## config.mk

```make
export PLATFORM = sky130hd
export DESIGN_NAME = ledctl_i2c_regs
export DESIGN_NICKNAME = d
export VERILOG_FILES = /design/src/rtl/ledctl_i2c_pkg.sv /design/src/rtl/ledctl_line_sync.sv /design/src/rtl/ledctl_i2c_fsm.sv /design/src/rtl/ledctl_regbank.sv /design/src/rtl/ledctl_i2c_regs.sv
export SDC_FILE = /design/constraint.sdc
export NUM_CORES = 1
export LEC_CHECK = 0
export BUFFER_PORTS_ARGS = -buffer_cell sky130_fd_sc_hd__buf_2
export CORE_AREA = 3 3 191 119
export DETAILED_ROUTE_END_ITERATION = 8
export DIE_AREA = 0 0 194 122
export GPL_TIMING_DRIVEN = 0
export HOLD_SLACK_MARGIN = 0.15
export PLACE_DENSITY_LB_ADDON = 0.15
export SETUP_SLACK_MARGIN = 0.3
export SYNTH_ARGS = -nofsm -noshare
export SYNTH_HDL_FRONTEND = slang
export SYNTH_SLANG_ARGS = --single-unit
```

## constraint.sdc

```tcl
create_clock -name clk -period 2.4 [get_ports clk]
set_clock_uncertainty 0.05 [all_clocks]
set_input_delay 0.48 -clock clk [delete_from_list [all_inputs] [get_ports clk]]
set_output_delay 0.48 -clock clk [all_outputs]
set_load 0.03 [all_outputs]
```

## src/rtl/ledctl_i2c_pkg.sv

```systemverilog
// Package: shared constants and the protocol state type for the register port.
// Assumes: six 8-bit registers, status at a fixed index, power bit in command.
package ledctl_i2c_pkg;
    localparam int REG_COUNT  = 6;
    localparam int STATUS_IDX = 3;
    localparam int CMD_IDX    = 0;
    localparam int PWR_BIT    = 7;
    localparam int EVT_W      = 7;
    localparam int IDX_W      = $clog2(REG_COUNT);
    localparam logic [4:0] DEV_ADDR_HI = 5'b01100;

    typedef enum logic [3:0] {
        ST_IDLE,
        ST_ADDR,
        ST_ACK_ADDR,
        ST_PTR,
        ST_ACK_PTR,
        ST_WR,
        ST_ACK_WR,
        ST_RD,
        ST_RD_ACK
    } i2c_state_e;
endpackage

```

## src/rtl/ledctl_line_sync.sv

```systemverilog
// Module: synchronises bus lines into the clock domain and flags their edges.
// Assumes: lines idle high; outputs lag the pads by STAGES clocks.
module ledctl_line_sync #(
    parameter int NUM_LINES = 2,
    parameter int STAGES    = 2
) (
    input  logic                 clk,
    input  logic                 rst_n,
    input  logic [NUM_LINES-1:0] line_i,
    output logic [NUM_LINES-1:0] level_o,
    output logic [NUM_LINES-1:0] rise_o,
    output logic [NUM_LINES-1:0] fall_o
);
    for (genvar g = 0; g < NUM_LINES; g++) begin : g_line
        logic [STAGES:0] pipe_q;

        // Shift the pad level through the synchroniser plus one history flop.
        always_ff @(posedge clk) begin
            if (!rst_n) pipe_q <= '1;
            else        pipe_q <= {pipe_q[STAGES-1:0], line_i[g]};
        end

        assign level_o[g] = pipe_q[STAGES-1];
        assign rise_o[g]  =  pipe_q[STAGES-1] & ~pipe_q[STAGES];
        assign fall_o[g]  = ~pipe_q[STAGES-1] &  pipe_q[STAGES];
    end
endmodule

```

## src/rtl/ledctl_i2c_fsm.sv

```systemverilog
// Module: bit-level I2C slave engine with auto-incrementing register pointer.
// Assumes: synchronised SCL/SDA with edge flags; SCL low phase lasts several
// clocks; no clock stretching, 7-bit addressing only.
module ledctl_i2c_fsm
    import ledctl_i2c_pkg::*;
(
    input  logic       clk,
    input  logic       rst_n,
    input  logic       scl_lvl,
    input  logic       scl_rise,
    input  logic       scl_fall,
    input  logic       sda_lvl,
    input  logic       sda_rise,
    input  logic       sda_fall,
    input  logic [1:0] addr_lo_i,
    input  logic       low_supply_i,
    input  logic [7:0] rd_byte_i,
    output logic       sda_oe_o,
    output logic [7:0] ptr_o,
    output logic       wr_en_o,
    output logic [7:0] wr_addr_o,
    output logic [7:0] wr_data_o,
    output logic       rd_done_o
);
    i2c_state_e state_q;
    logic [7:0] shreg_q;
    logic [3:0] bit_cnt_q;
    logic       rw_q;
    logic       mack_q;
    logic       start_det, stop_det, byte_end;

    assign start_det = sda_fall & scl_lvl;
    assign stop_det  = sda_rise & scl_lvl;
    assign byte_end  = scl_fall & (bit_cnt_q == 4'd8);

    // Protocol sequencer: bus conditions first, then per-state bit handling.
    always_ff @(posedge clk) begin
        if (!rst_n) begin
            state_q   <= ST_IDLE;
            shreg_q   <= '0;
            bit_cnt_q <= '0;
            rw_q      <= 1'b0;
            mack_q    <= 1'b0;
            sda_oe_o  <= 1'b0;
            ptr_o     <= '0;
            wr_en_o   <= 1'b0;
            wr_addr_o <= '0;
            wr_data_o <= '0;
            rd_done_o <= 1'b0;
        end else begin
            wr_en_o   <= 1'b0;
            rd_done_o <= 1'b0;
            if (start_det) begin
                state_q   <= ST_ADDR;
                bit_cnt_q <= '0;
                sda_oe_o  <= 1'b0;
            end else if (stop_det) begin
                state_q  <= ST_IDLE;
                sda_oe_o <= 1'b0;
            end else begin
                case (state_q)
                    ST_ADDR, ST_PTR, ST_WR: begin
                        if (scl_rise) begin
                            shreg_q   <= {shreg_q[6:0], sda_lvl};
                            bit_cnt_q <= bit_cnt_q + 4'd1;
                        end else if (byte_end) begin
                            bit_cnt_q <= '0;
                            if (low_supply_i) begin
                                state_q <= ST_IDLE;
                            end else if (state_q == ST_ADDR) begin
                                if (shreg_q[7:1] == {DEV_ADDR_HI, addr_lo_i}) begin
                                    rw_q     <= shreg_q[0];
                                    sda_oe_o <= 1'b1;
                                    state_q  <= ST_ACK_ADDR;
                                end else begin
                                    state_q <= ST_IDLE;
                                end
                            end else if (state_q == ST_PTR) begin
                                ptr_o    <= shreg_q;
                                sda_oe_o <= 1'b1;
                                state_q  <= ST_ACK_PTR;
                            end else begin
                                wr_en_o   <= 1'b1;
                                wr_addr_o <= ptr_o;
                                wr_data_o <= shreg_q;
                                ptr_o     <= ptr_o + 8'd1;
                                sda_oe_o  <= 1'b1;
                                state_q   <= ST_ACK_WR;
                            end
                        end
                    end
                    ST_ACK_ADDR: begin
                        if (scl_fall) begin
                            bit_cnt_q <= '0;
                            if (rw_q) begin
                                shreg_q  <= rd_byte_i;
                                sda_oe_o <= ~rd_byte_i[7];
                                state_q  <= ST_RD;
                            end else begin
                                sda_oe_o <= 1'b0;
                                state_q  <= ST_PTR;
                            end
                        end
                    end
                    ST_ACK_PTR, ST_ACK_WR: begin
                        if (scl_fall) begin
                            sda_oe_o <= 1'b0;
                            state_q  <= ST_WR;
                        end
                    end
                    ST_RD: begin
                        if (scl_rise) begin
                            bit_cnt_q <= bit_cnt_q + 4'd1;
                        end else if (byte_end) begin
                            bit_cnt_q <= '0;
                            sda_oe_o  <= 1'b0;
                            rd_done_o <= 1'b1;
                            state_q   <= ST_RD_ACK;
                        end else if (scl_fall) begin
                            shreg_q  <= {shreg_q[6:0], 1'b0};
                            sda_oe_o <= ~shreg_q[6];
                        end
                    end
                    ST_RD_ACK: begin
                        if (scl_rise) begin
                            mack_q <= ~sda_lvl;
                            if (!sda_lvl) ptr_o <= ptr_o + 8'd1;
                        end else if (scl_fall) begin
                            if (mack_q) begin
                                shreg_q  <= rd_byte_i;
                                sda_oe_o <= ~rd_byte_i[7];
                                state_q  <= ST_RD;
                            end else begin
                                state_q <= ST_IDLE;
                            end
                        end
                    end
                    default: state_q <= ST_IDLE;
                endcase
            end
        end
    end

    AST_SDA_MOVES_SCL_LOW: assert property (@(posedge clk) disable iff (!rst_n)
        (sda_oe_o != $past(sda_oe_o)) && !$past(start_det || stop_det) |-> !$past(scl_lvl));
    AST_NO_ACK_LOW_SUPPLY: assert property (@(posedge clk) disable iff (!rst_n)
        (state_q inside {ST_ACK_ADDR, ST_ACK_PTR, ST_ACK_WR}) && (state_q != $past(state_q))
        |-> !$past(low_supply_i));
    AST_PTR_STEPS_ON_WRITE: assert property (@(posedge clk) disable iff (!rst_n)
        wr_en_o |-> ptr_o == wr_addr_o + 8'd1);
    AST_IDLE_RELEASES_SDA: assert property (@(posedge clk) disable iff (!rst_n)
        state_q == ST_IDLE |-> !sda_oe_o);
endmodule

```

## src/rtl/ledctl_regbank.sv

```systemverilog
// Module: six-entry register bank with sticky status and power-gated reads.
// Assumes: one write strobe per byte from the protocol engine; status events
// are level inputs sampled every clock.
module ledctl_regbank
    import ledctl_i2c_pkg::*;
(
    input  logic                        clk,
    input  logic                        rst_n,
    input  logic                        wr_en_i,
    input  logic [7:0]                  wr_addr_i,
    input  logic [7:0]                  wr_data_i,
    input  logic [7:0]                  rd_addr_i,
    input  logic                        rd_done_i,
    input  logic [EVT_W-1:0]            evt_i,
    output logic [7:0]                  rd_byte_o,
    output logic [REG_COUNT-1:0][7:0]   regs_o,
    output logic                        atn_n_o
);
    localparam logic [REG_COUNT*8-1:0] CTRL_MASK =
        ~({{(REG_COUNT*8-8){1'b0}}, 8'hFF} << (8 * STATUS_IDX));

    logic [REG_COUNT-1:0][7:0] bank_q;
    logic                      pwr_on;
    logic                      st_clr;

    assign pwr_on = bank_q[CMD_IDX][PWR_BIT];
    assign st_clr = rd_done_i && (rd_addr_i == 8'(STATUS_IDX)) && pwr_on;

    for (genvar i = 0; i < REG_COUNT; i++) begin : g_reg
        logic [7:0] q;
        if (i == STATUS_IDX) begin : g_status
            // Status: events set bits, a completed powered read clears them.
            always_ff @(posedge clk) begin
                if (!rst_n) q <= '0;
                else        q <= (st_clr ? 8'h00 : q) | {{(8-EVT_W){1'b0}}, evt_i};
            end
        end else begin : g_ctrl
            // Control register: loaded by a host write aimed at its index.
            always_ff @(posedge clk) begin
                if (!rst_n)                                    q <= '0;
                else if (wr_en_i && (wr_addr_i == 8'(i)))      q <= wr_data_i;
            end
        end
        assign bank_q[i] = q;
    end

    // Read mux: zero when powered down or past the end of the map.
    always_comb begin
        rd_byte_o = 8'h00;
        if (pwr_on && (rd_addr_i < 8'(REG_COUNT)))
            rd_byte_o = bank_q[rd_addr_i[IDX_W-1:0]];
    end

    assign regs_o  = bank_q;
    assign atn_n_o = ~(|bank_q[STATUS_IDX]);

    AST_RO_WRITE_DROPPED: assert property (@(posedge clk) disable iff (!rst_n)
        wr_en_i && ((wr_addr_i == 8'(STATUS_IDX)) || (wr_addr_i >= 8'(REG_COUNT)))
        |=> $stable(bank_q & CTRL_MASK));
    AST_STATUS_CLEARS: assert property (@(posedge clk) disable iff (!rst_n)
        st_clr && (evt_i == '0) |=> (bank_q[STATUS_IDX] == 8'h00) && atn_n_o);
    AST_STATUS_STICKY: assert property (@(posedge clk) disable iff (!rst_n)
        !st_clr |=> (($past(bank_q[STATUS_IDX]) & ~bank_q[STATUS_IDX]) == 8'h00));
endmodule

```

## src/rtl/ledctl_i2c_regs.sv

```systemverilog
// Module: top of the I2C register port; ties synchroniser, protocol engine
// and register bank together and captures the address strap.
// Assumes: strap pins are stable while rst_n is low; pad logic turns
// sda_oe_o into an open-drain pull-down.
module ledctl_i2c_regs
    import ledctl_i2c_pkg::*;
#(
    parameter int SYNC_STAGES = 2
) (
    input  logic             clk,
    input  logic             rst_n,
    input  logic             scl_i,
    input  logic             sda_i,
    output logic             sda_oe_o,
    input  logic [1:0]       strap_i,
    input  logic             low_supply_i,
    input  logic [EVT_W-1:0] evt_i,
    output logic             atn_n_o,
    output logic [7:0]       cmd_o,
    output logic [7:0]       flash_o,
    output logic [7:0]       aux_o,
    output logic [7:0]       feat_o,
    output logic [7:0]       torch_o
);
    logic [1:0]                addr_lo_q;
    logic [1:0]                lvl, rise, fall;
    logic [7:0]                ptr, wr_addr, wr_data, rd_byte;
    logic                      wr_en, rd_done;
    logic [REG_COUNT-1:0][7:0] regs;

    // Capture the address strap only while reset is held.
    always_ff @(posedge clk) begin
        if (!rst_n) addr_lo_q <= strap_i;
    end

    ledctl_line_sync #(.NUM_LINES(2), .STAGES(SYNC_STAGES)) u_sync (
        .clk     (clk),
        .rst_n   (rst_n),
        .line_i  ({sda_i, scl_i}),
        .level_o (lvl),
        .rise_o  (rise),
        .fall_o  (fall)
    );

    ledctl_i2c_fsm u_fsm (
        .clk          (clk),
        .rst_n        (rst_n),
        .scl_lvl      (lvl[0]),
        .scl_rise     (rise[0]),
        .scl_fall     (fall[0]),
        .sda_lvl      (lvl[1]),
        .sda_rise     (rise[1]),
        .sda_fall     (fall[1]),
        .addr_lo_i    (addr_lo_q),
        .low_supply_i (low_supply_i),
        .rd_byte_i    (rd_byte),
        .sda_oe_o     (sda_oe_o),
        .ptr_o        (ptr),
        .wr_en_o      (wr_en),
        .wr_addr_o    (wr_addr),
        .wr_data_o    (wr_data),
        .rd_done_o    (rd_done)
    );

    ledctl_regbank u_bank (
        .clk       (clk),
        .rst_n     (rst_n),
        .wr_en_i   (wr_en),
        .wr_addr_i (wr_addr),
        .wr_data_i (wr_data),
        .rd_addr_i (ptr),
        .rd_done_i (rd_done),
        .evt_i     (evt_i),
        .rd_byte_o (rd_byte),
        .regs_o    (regs),
        .atn_n_o   (atn_n_o)
    );

    assign cmd_o   = regs[0];
    assign flash_o = regs[1];
    assign aux_o   = regs[2];
    assign feat_o  = regs[4];
    assign torch_o = regs[5];

    AST_STRAP_HELD: assert property (@(posedge clk) disable iff (!rst_n)
        1'b1 |=> $stable(addr_lo_q));
endmodule

```

==> results of run 1 <==
[path summary, 6_finish.rpt]
kind	cells after the start	end	slack (ns)	start
max	3	atn_n_o	0.27	u_bank.g_reg[3].q[2]
min	1	addr_lo_q[0]	0.25	strap_i[0]
max reg2reg	6	u_bank.g_reg[4].q[7]	0.32	u_fsm.wr_addr_o[3]
min reg2reg	1	u_sync.g_line[1].pipe_q[1]	0.36	u_sync.g_line[1].pipe_q[0]
[layout make-up]
| cell class | count | area share [%] |
|---|---|---|
| Multi-Input combinational cell | 406 | 43.4 |
| Sequential cell | 100 | 30.5 |
| Buffer | 81 | 8.81 |
| Timing Repair Buffer | 75 | 6.72 |
| Tap cell | 279 | 5.25 |
| Clock buffer | 9 | 3.39 |
| Clock inverter | 7 | 1.11 |
| Inverter | 13 | 0.791 |
[metrics by stage]
| step | area [um2] | std cells | power (mW) | worst slack (ns) | util (%) |
|---|---|---|---|---|---|
| after floorplan | 5250 | 600 | 2.86 | 0.492 | - |
| after global placement | 5870 | 933 | 3.24 | -0.0491 | 28.0 |
| after detailed placement | 5870 | 933 | 3.23 | -0.0880 | 28.0 |
| after CTS | 6310 | 953 | 4.88 | 0.210 | 30.2 |
| after global routing | 6650 | 970 | 5.25 | 0.170 | 31.8 |
| final | 6650 | 970 | 4.98 | 0.272 | 31.8 |
[where the power goes]
part           leakage [nW]  total (mW)  switching (mW)  internal [mW]
sequential            0.815        1.91           0.146           1.77
combinational          1.78        1.55           0.887          0.662
clock                 0.146        1.52           0.708          0.816
[cells by family (layout without fill, tap and decap cells)]
family | Yosys count | after routing | synth area share (%)
AO/OA/AOI/OAI | 124 | 124 | 16.4
XOR/XNOR | 5 | 5 | 0.835
adder cells (fa/ha/maj) | 3 | 3 | 0.716
buffers and inverters | 94 | 185 | 11.1
flip-flops | 100 | 100 | 38.6
multiplexers | 56 | 56 | 11.0
AND/OR/NAND/NOR | 218 | 218 | 21.3
[state kept, by name (all words and copies together) (netlist names)]
signal / cells
u_fsm.state_q: 4
u_sync.g_line.pipe_q: 6
u_bank.g.q: 47
u_fsm.wr_addr_o: 8
u_fsm.rd_done_o: 1
u_fsm.bit_cnt_q: 4
u_fsm.rw_q: 1
u_fsm.wr_data_o: 8
addr_lo_q: 2
u_fsm.shreg_q: 8
u_fsm.ptr_o: 8
u_fsm.wr_en_o: 1
u_fsm.sda_oe_o: 1
u_fsm.mack_q: 1
[cell usage in the layout, fill, tap and decap left out, drive strengths merged, types with 5 or more instances in the layout]
| master | instances |
|---|---|
| mux2i | 53 |
| a211oi | 8 |
| clkbuf | 30 |
| and3 | 7 |
| a21oi | 43 |
| or3 | 12 |
| inv | 14 |
| dfxtp | 98 |
| a31o | 5 |
| nor2 | 67 |
| nand3 | 11 |
| o221ai | 8 |
| nand2 | 55 |
| nor3 | 10 |
| nand2b | 14 |
| nor4 | 6 |
| or2 | 6 |
| buf | 135 |
| o21ai | 12 |
| a31oi | 7 |
| nor3b | 8 |
[repair_timing]
item	4_1_cts	5_1_grt
hold buffers	0	0
gates resized for setup	29	67
pin swaps	1	18
setup buffers	4	17
cloned	0	0
endpoints found under the setup margin	39	78
[routing by layer]
layer  up-vias  global-route usage [%]  wire length, um
li1       2284                       -                -
met4         0                    2.78              163
met3        14                    3.51              945
met1      2326                    24.3            10000
met2       136                    18.6             6610
met5         -                       0                0
==> out/results.ini, run 1 <==
[timing]
final_max_slew_viol_count = 0
finalCritPeriodShare_pct = 88.7
fin_hold_ws_ns = 0.255
max_freq_ghz = 0.470
setup_viol = 0
rsz0062_at_grt = yes
fin_crit_ns = 2.13
worst_slew_pin_slew_ns = 0.759
finalHoldViolCount = 0
tns_ns = 0
slew_headroom_pct = 49.4

[critical_path]
path_cells = or4_1 -> nor4_2 -> buf_4
cp_slowest_stage_delay_ns = 0.53
worstPathRequired_ns = 1.87
worstSetupEndpointType = output pin
worst_path_max_delay_cell = or4_1
critPathLaunchType = flop
worst-setup-path-type = reg -> out
worst-path-max-fanout = 3
crit_buf_inv = 1
crit_family = simple AND/OR/NAND/NOR gates
critPathArrivalTime_ns = 1.60

[clock_tree]
clkTransAtPathRegs_ns = 0.08
clkLatencyLatePin_ns = 0.36
cts-root-buf = clkbuf_16
numCtsBuffers = 9
cts_buffer_depth = 2
clock_sinks = 100
htreeDepth = 3
cts_tree = yes

[grt]
grtUsageTotal_pct = 14.7
overflow = 0
grt_pass1_wl_mm = 26.9
grt_max_degree = 18
antenna_found_initial = 0
grt_pass1_vias = 4503

[floorplan]
die_w_um = 194
core_mm2 = 0.0209
io-pin-count = 56
dieArea_mm2 = 0.0237
start_util_pct = 25.1
fp.dieH_um = 122
num_rows = 41

[synthesis]
ys_top_cells_by_count = dfxtp_1 (98), nor2_1 (67), nand2_1 (55)
synth_edf_count = 2
syn-cell-area_mm2 = 0.00524
synth_area_per_cell_um2 = 8.74
synth_top_area_share_pct = 37.4
async_flop_share_pct = 0
synth_area_leaders = dfxtp_1 (37%), mux2i_1 (10%), buf_4 (6.0%)
synthFlopType = dfxtp_1
yosysSeqAreaShare_pct = 38.6
ys_warn_count = 0
synth_cells = 600
syn_nets = 617
ys_ff_latch = 100
synth_top_area_cell = dfxtp_1
ys_types = 77
yosysMostFrequentCell = dfxtp_1

[detailed_routing]
drt_pass1_iterations = 5
avgViaCountPerCell = 4.91
first_iter_violations = 293
drc = 0
ant_nets = 0
wl_per_cell_um = 18.3
routed_wl_mm = 17.8
via_count = 4760

[layout]
final_nets = 703
multi_input_area_mm2 = 0.00288
antenna_cells = 0
syn_to_final_growth_pct = 26.8
nFillCells = 2226
regArea_mm2 = 0.00203
drive_gt1_share_pct = 34.2

[placed_design]
port_buffers = 54
detailed_place_hpwl_mm = 13.2
gp_congestion = 0.898

[hold_path]
hold_class = in -> reg

[power]
ir_drop_mv = 0.372
power_density_mw_per_mm2 = 750
cellLeakagePower_nw = 2.74

[job]
cap_violations = 0

[outcome]
outcome = finished, final reports clean

(Power assumes the default switching activity.)
==> run 2, diff against run 1 <==
--- a/config.mk
+++ b/config.mk
@@ -9,7 +9,6 @@
 export CORE_AREA = 3 3 191 119
 export DETAILED_ROUTE_END_ITERATION = 8
 export DIE_AREA = 0 0 194 122
-export GPL_TIMING_DRIVEN = 0
 export HOLD_SLACK_MARGIN = 0.15
 export PLACE_DENSITY_LB_ADDON = 0.15
 export SETUP_SLACK_MARGIN = 0.3
==> run 2 against run 1 <==
Net effect:
- register-to-register slack hardly changed
- worst setup slack better by 0.014 ns
- utilization is 2.7 points lower
- highest routed layer unchanged
- via count is 6.5% lower
- sequential power is 3% higher
==> out/results.ini, run 2 (same netlist as run 1, synthesis figures left out) <==
[outcome]
outcome = finished, final reports clean

[layout]
mostFrequentLayoutCells = dfxtp_1 (91), nor2_1 (66), nand2_1 (55), buf_2 (54), mux2i_1 (52)
regArea_mm2 = 0.00203  ; +0.12%
top_register = u_bank.g.q
largest_register_ffs = 47  ; unchanged
nFillCells = 2270  ; +2.0%
syn_to_final_growth_pct = 16.2
final_common_cell = dfxtp_1
drive_gt1_share_pct = 25.2  ; -9.0 points
multi_input_area_mm2 = 0.00275  ; -4.6%
final_nets = 643  ; -8.5%

[detailed_routing]
drt_pass1_iterations = 4  ; -1
avgViaCountPerCell = 4.89  ; -0.44%
via_count = 4451  ; -6.5%
wl_per_cell_um = 18.4  ; +0.50%
drc = 0  ; unchanged
ant_nets = 0  ; unchanged
routed_wl_mm = 16.8  ; -5.6%
first_iter_violations = 312  ; +6.5%

[timing]
setup_viol = 0  ; unchanged
fin_crit_ns = 2.11  ; -0.0136 ns
finalCritPeriodShare_pct = 88.1  ; -0.57 points
slew_headroom_pct = 53.1  ; +3.7 points
worst_slew_pin_slew_ns = 0.696  ; -0.0625 ns
final_max_slew_viol_count = 0  ; unchanged
finalHoldViolCount = 0  ; unchanged
tns_ns = 0  ; unchanged
max_freq_ghz = 0.473  ; +0.64%
rsz0062_at_grt = yes
worst_slack_ns = 0.285  ; +0.0136 ns

[floorplan]
dieArea_mm2 = 0.0237  ; unchanged
num_rows = 41  ; unchanged
core_mm2 = 0.0209  ; unchanged
die_w_um = 194  ; unchanged
io-pin-count = 56  ; unchanged
start_util_pct = 25.1  ; unchanged
fp.dieH_um = 122  ; unchanged

[clock_tree]
clkTransAtPathRegs_ns = 0.08  ; about the same
clock_sinks = 100  ; unchanged
cts_tree = yes
holdBufCountCts = 0  ; unchanged
htreeDepth = 3  ; unchanged
cts-root-buf = clkbuf_16
numCtsBuffers = 9  ; unchanged
clkLatencyLatePin_ns = 0.36  ; about the same
cts_buffer_depth = 2  ; unchanged

[grt]
grtUsageTotal_pct = 14.1  ; -0.66 points
overflow = 0  ; unchanged
grt_pass1_wl_mm = 25.8  ; -3.9%
grt_pass1_vias = 4251  ; -5.6%
grt_max_degree = 57  ; +39
antenna_found_initial = 0  ; unchanged

[power]
ir_drop_mv = 0.408  ; +9.8%
cellLeakagePower_nw = 2.40  ; -12%
power_density_mw_per_mm2 = 811  ; +8.1%

[critical_path]
worstSetupEndpointType = output pin
critPathLaunchType = flop
worst-setup-path-type = reg -> out
worst-path-max-fanout = 3  ; unchanged
worstPathRequired_ns = 1.87  ; about the same
critPathArrivalTime_ns = 1.58  ; -0.02 ns

[placed_design]
detailed_place_hpwl_mm = 12.3  ; -6.6%
port_buffers = 55  ; +1.9%
dp_worst_setup_slack_ns = 0.196  ; +0.284 ns
gp_congestion = 0.856  ; -4.6%

[hold_path]
hold_class = in -> reg

[job]
cap_violations = 0  ; unchanged

-- run 2: cell types whose count changed in the layout (fill, tap and decap cells not counted), sizes merged --
cell,previous run,this run
buf,135,95
clkinvlp,1,0
clkbuf,30,10
o211ai,3,4
bufinv,1,0
inv,14,15
diode,0,1
-- run 2: layout make-up --
class	instances	share of cell area [%]
clock inverters	6	0.904
repair buffers	95	10.0
inverters	13	0.801
diodes	1	0.0411
well taps	279	5.73
flip-flops and latches	100	33.4
multi-input cells	407	45.2
clock buffers	10	3.92
-- run 2: timing repair --
action	CTS	global route
gates resized for setup	9	27
setup endpoints to repair	14	38
pin swaps	1	5
setup buffers	0	4
gates cloned	1	0
-- run 2: through the flow --
stage | power (mW) | cell area [um2] | instances | hold slack [ns] | util, %
floorplan | 2.86 | 5250 | 600 | 0.336 | -
global placement | 3.37 | 5630 | 889 | 0.344 | 26.9
detailed placement | 3.34 | 5630 | 889 | 0.354 | 26.9
CTS | 4.85 | 5960 | 906 | 0.233 | 28.5
global route | 5.21 | 6090 | 910 | 0.237 | 29.1
finish | 4.94 | 6090 | 911 | 0.245 | 29.1
-- run 2: final timing paths --
kind / from / endpoint / slack [ns] / cells after the start
max: u_bank.g_reg[3].q[2] / atn_n_o / 0.29 / 3
min: scl_i / u_sync.g_line[0].pipe_q[0] / 0.24 / 2
max reg2reg: u_fsm.bit_cnt_q[0] / u_fsm.ptr_o[5] / 0.32 / 7
min reg2reg: u_sync.g_line[0].pipe_q[0] / u_sync.g_line[0].pipe_q[1] / 0.38 / 1
-- run 2: metal layers --
| layer | vias up | wire, um | GRT usage (%) |
|---|---|---|---|
| li1 | 2160 | - | - |
| met1 | 2185 | 9600 | 23.0 |
| met2 | 97 | 6110 | 17.4 |
| met3 | 9 | 945 | 4.51 |
| met4 | 0 | 102 | 2.29 |
| met5 | - | 0 | 0 |
-- run 2: power breakdown --
group / internal [mW] / switching [mW]
Clock: 0.753 / 0.712
Sequential: 1.77 / 0.196
Combinational: 0.663 / 0.841
Total: 3.19 / 1.75
-- run 2: critical path: stages (launching register included) --
cell     delay [ns]
dfxtp_2        0.35
or4_1          0.53
nor4_2         0.15
buf_4          0.20
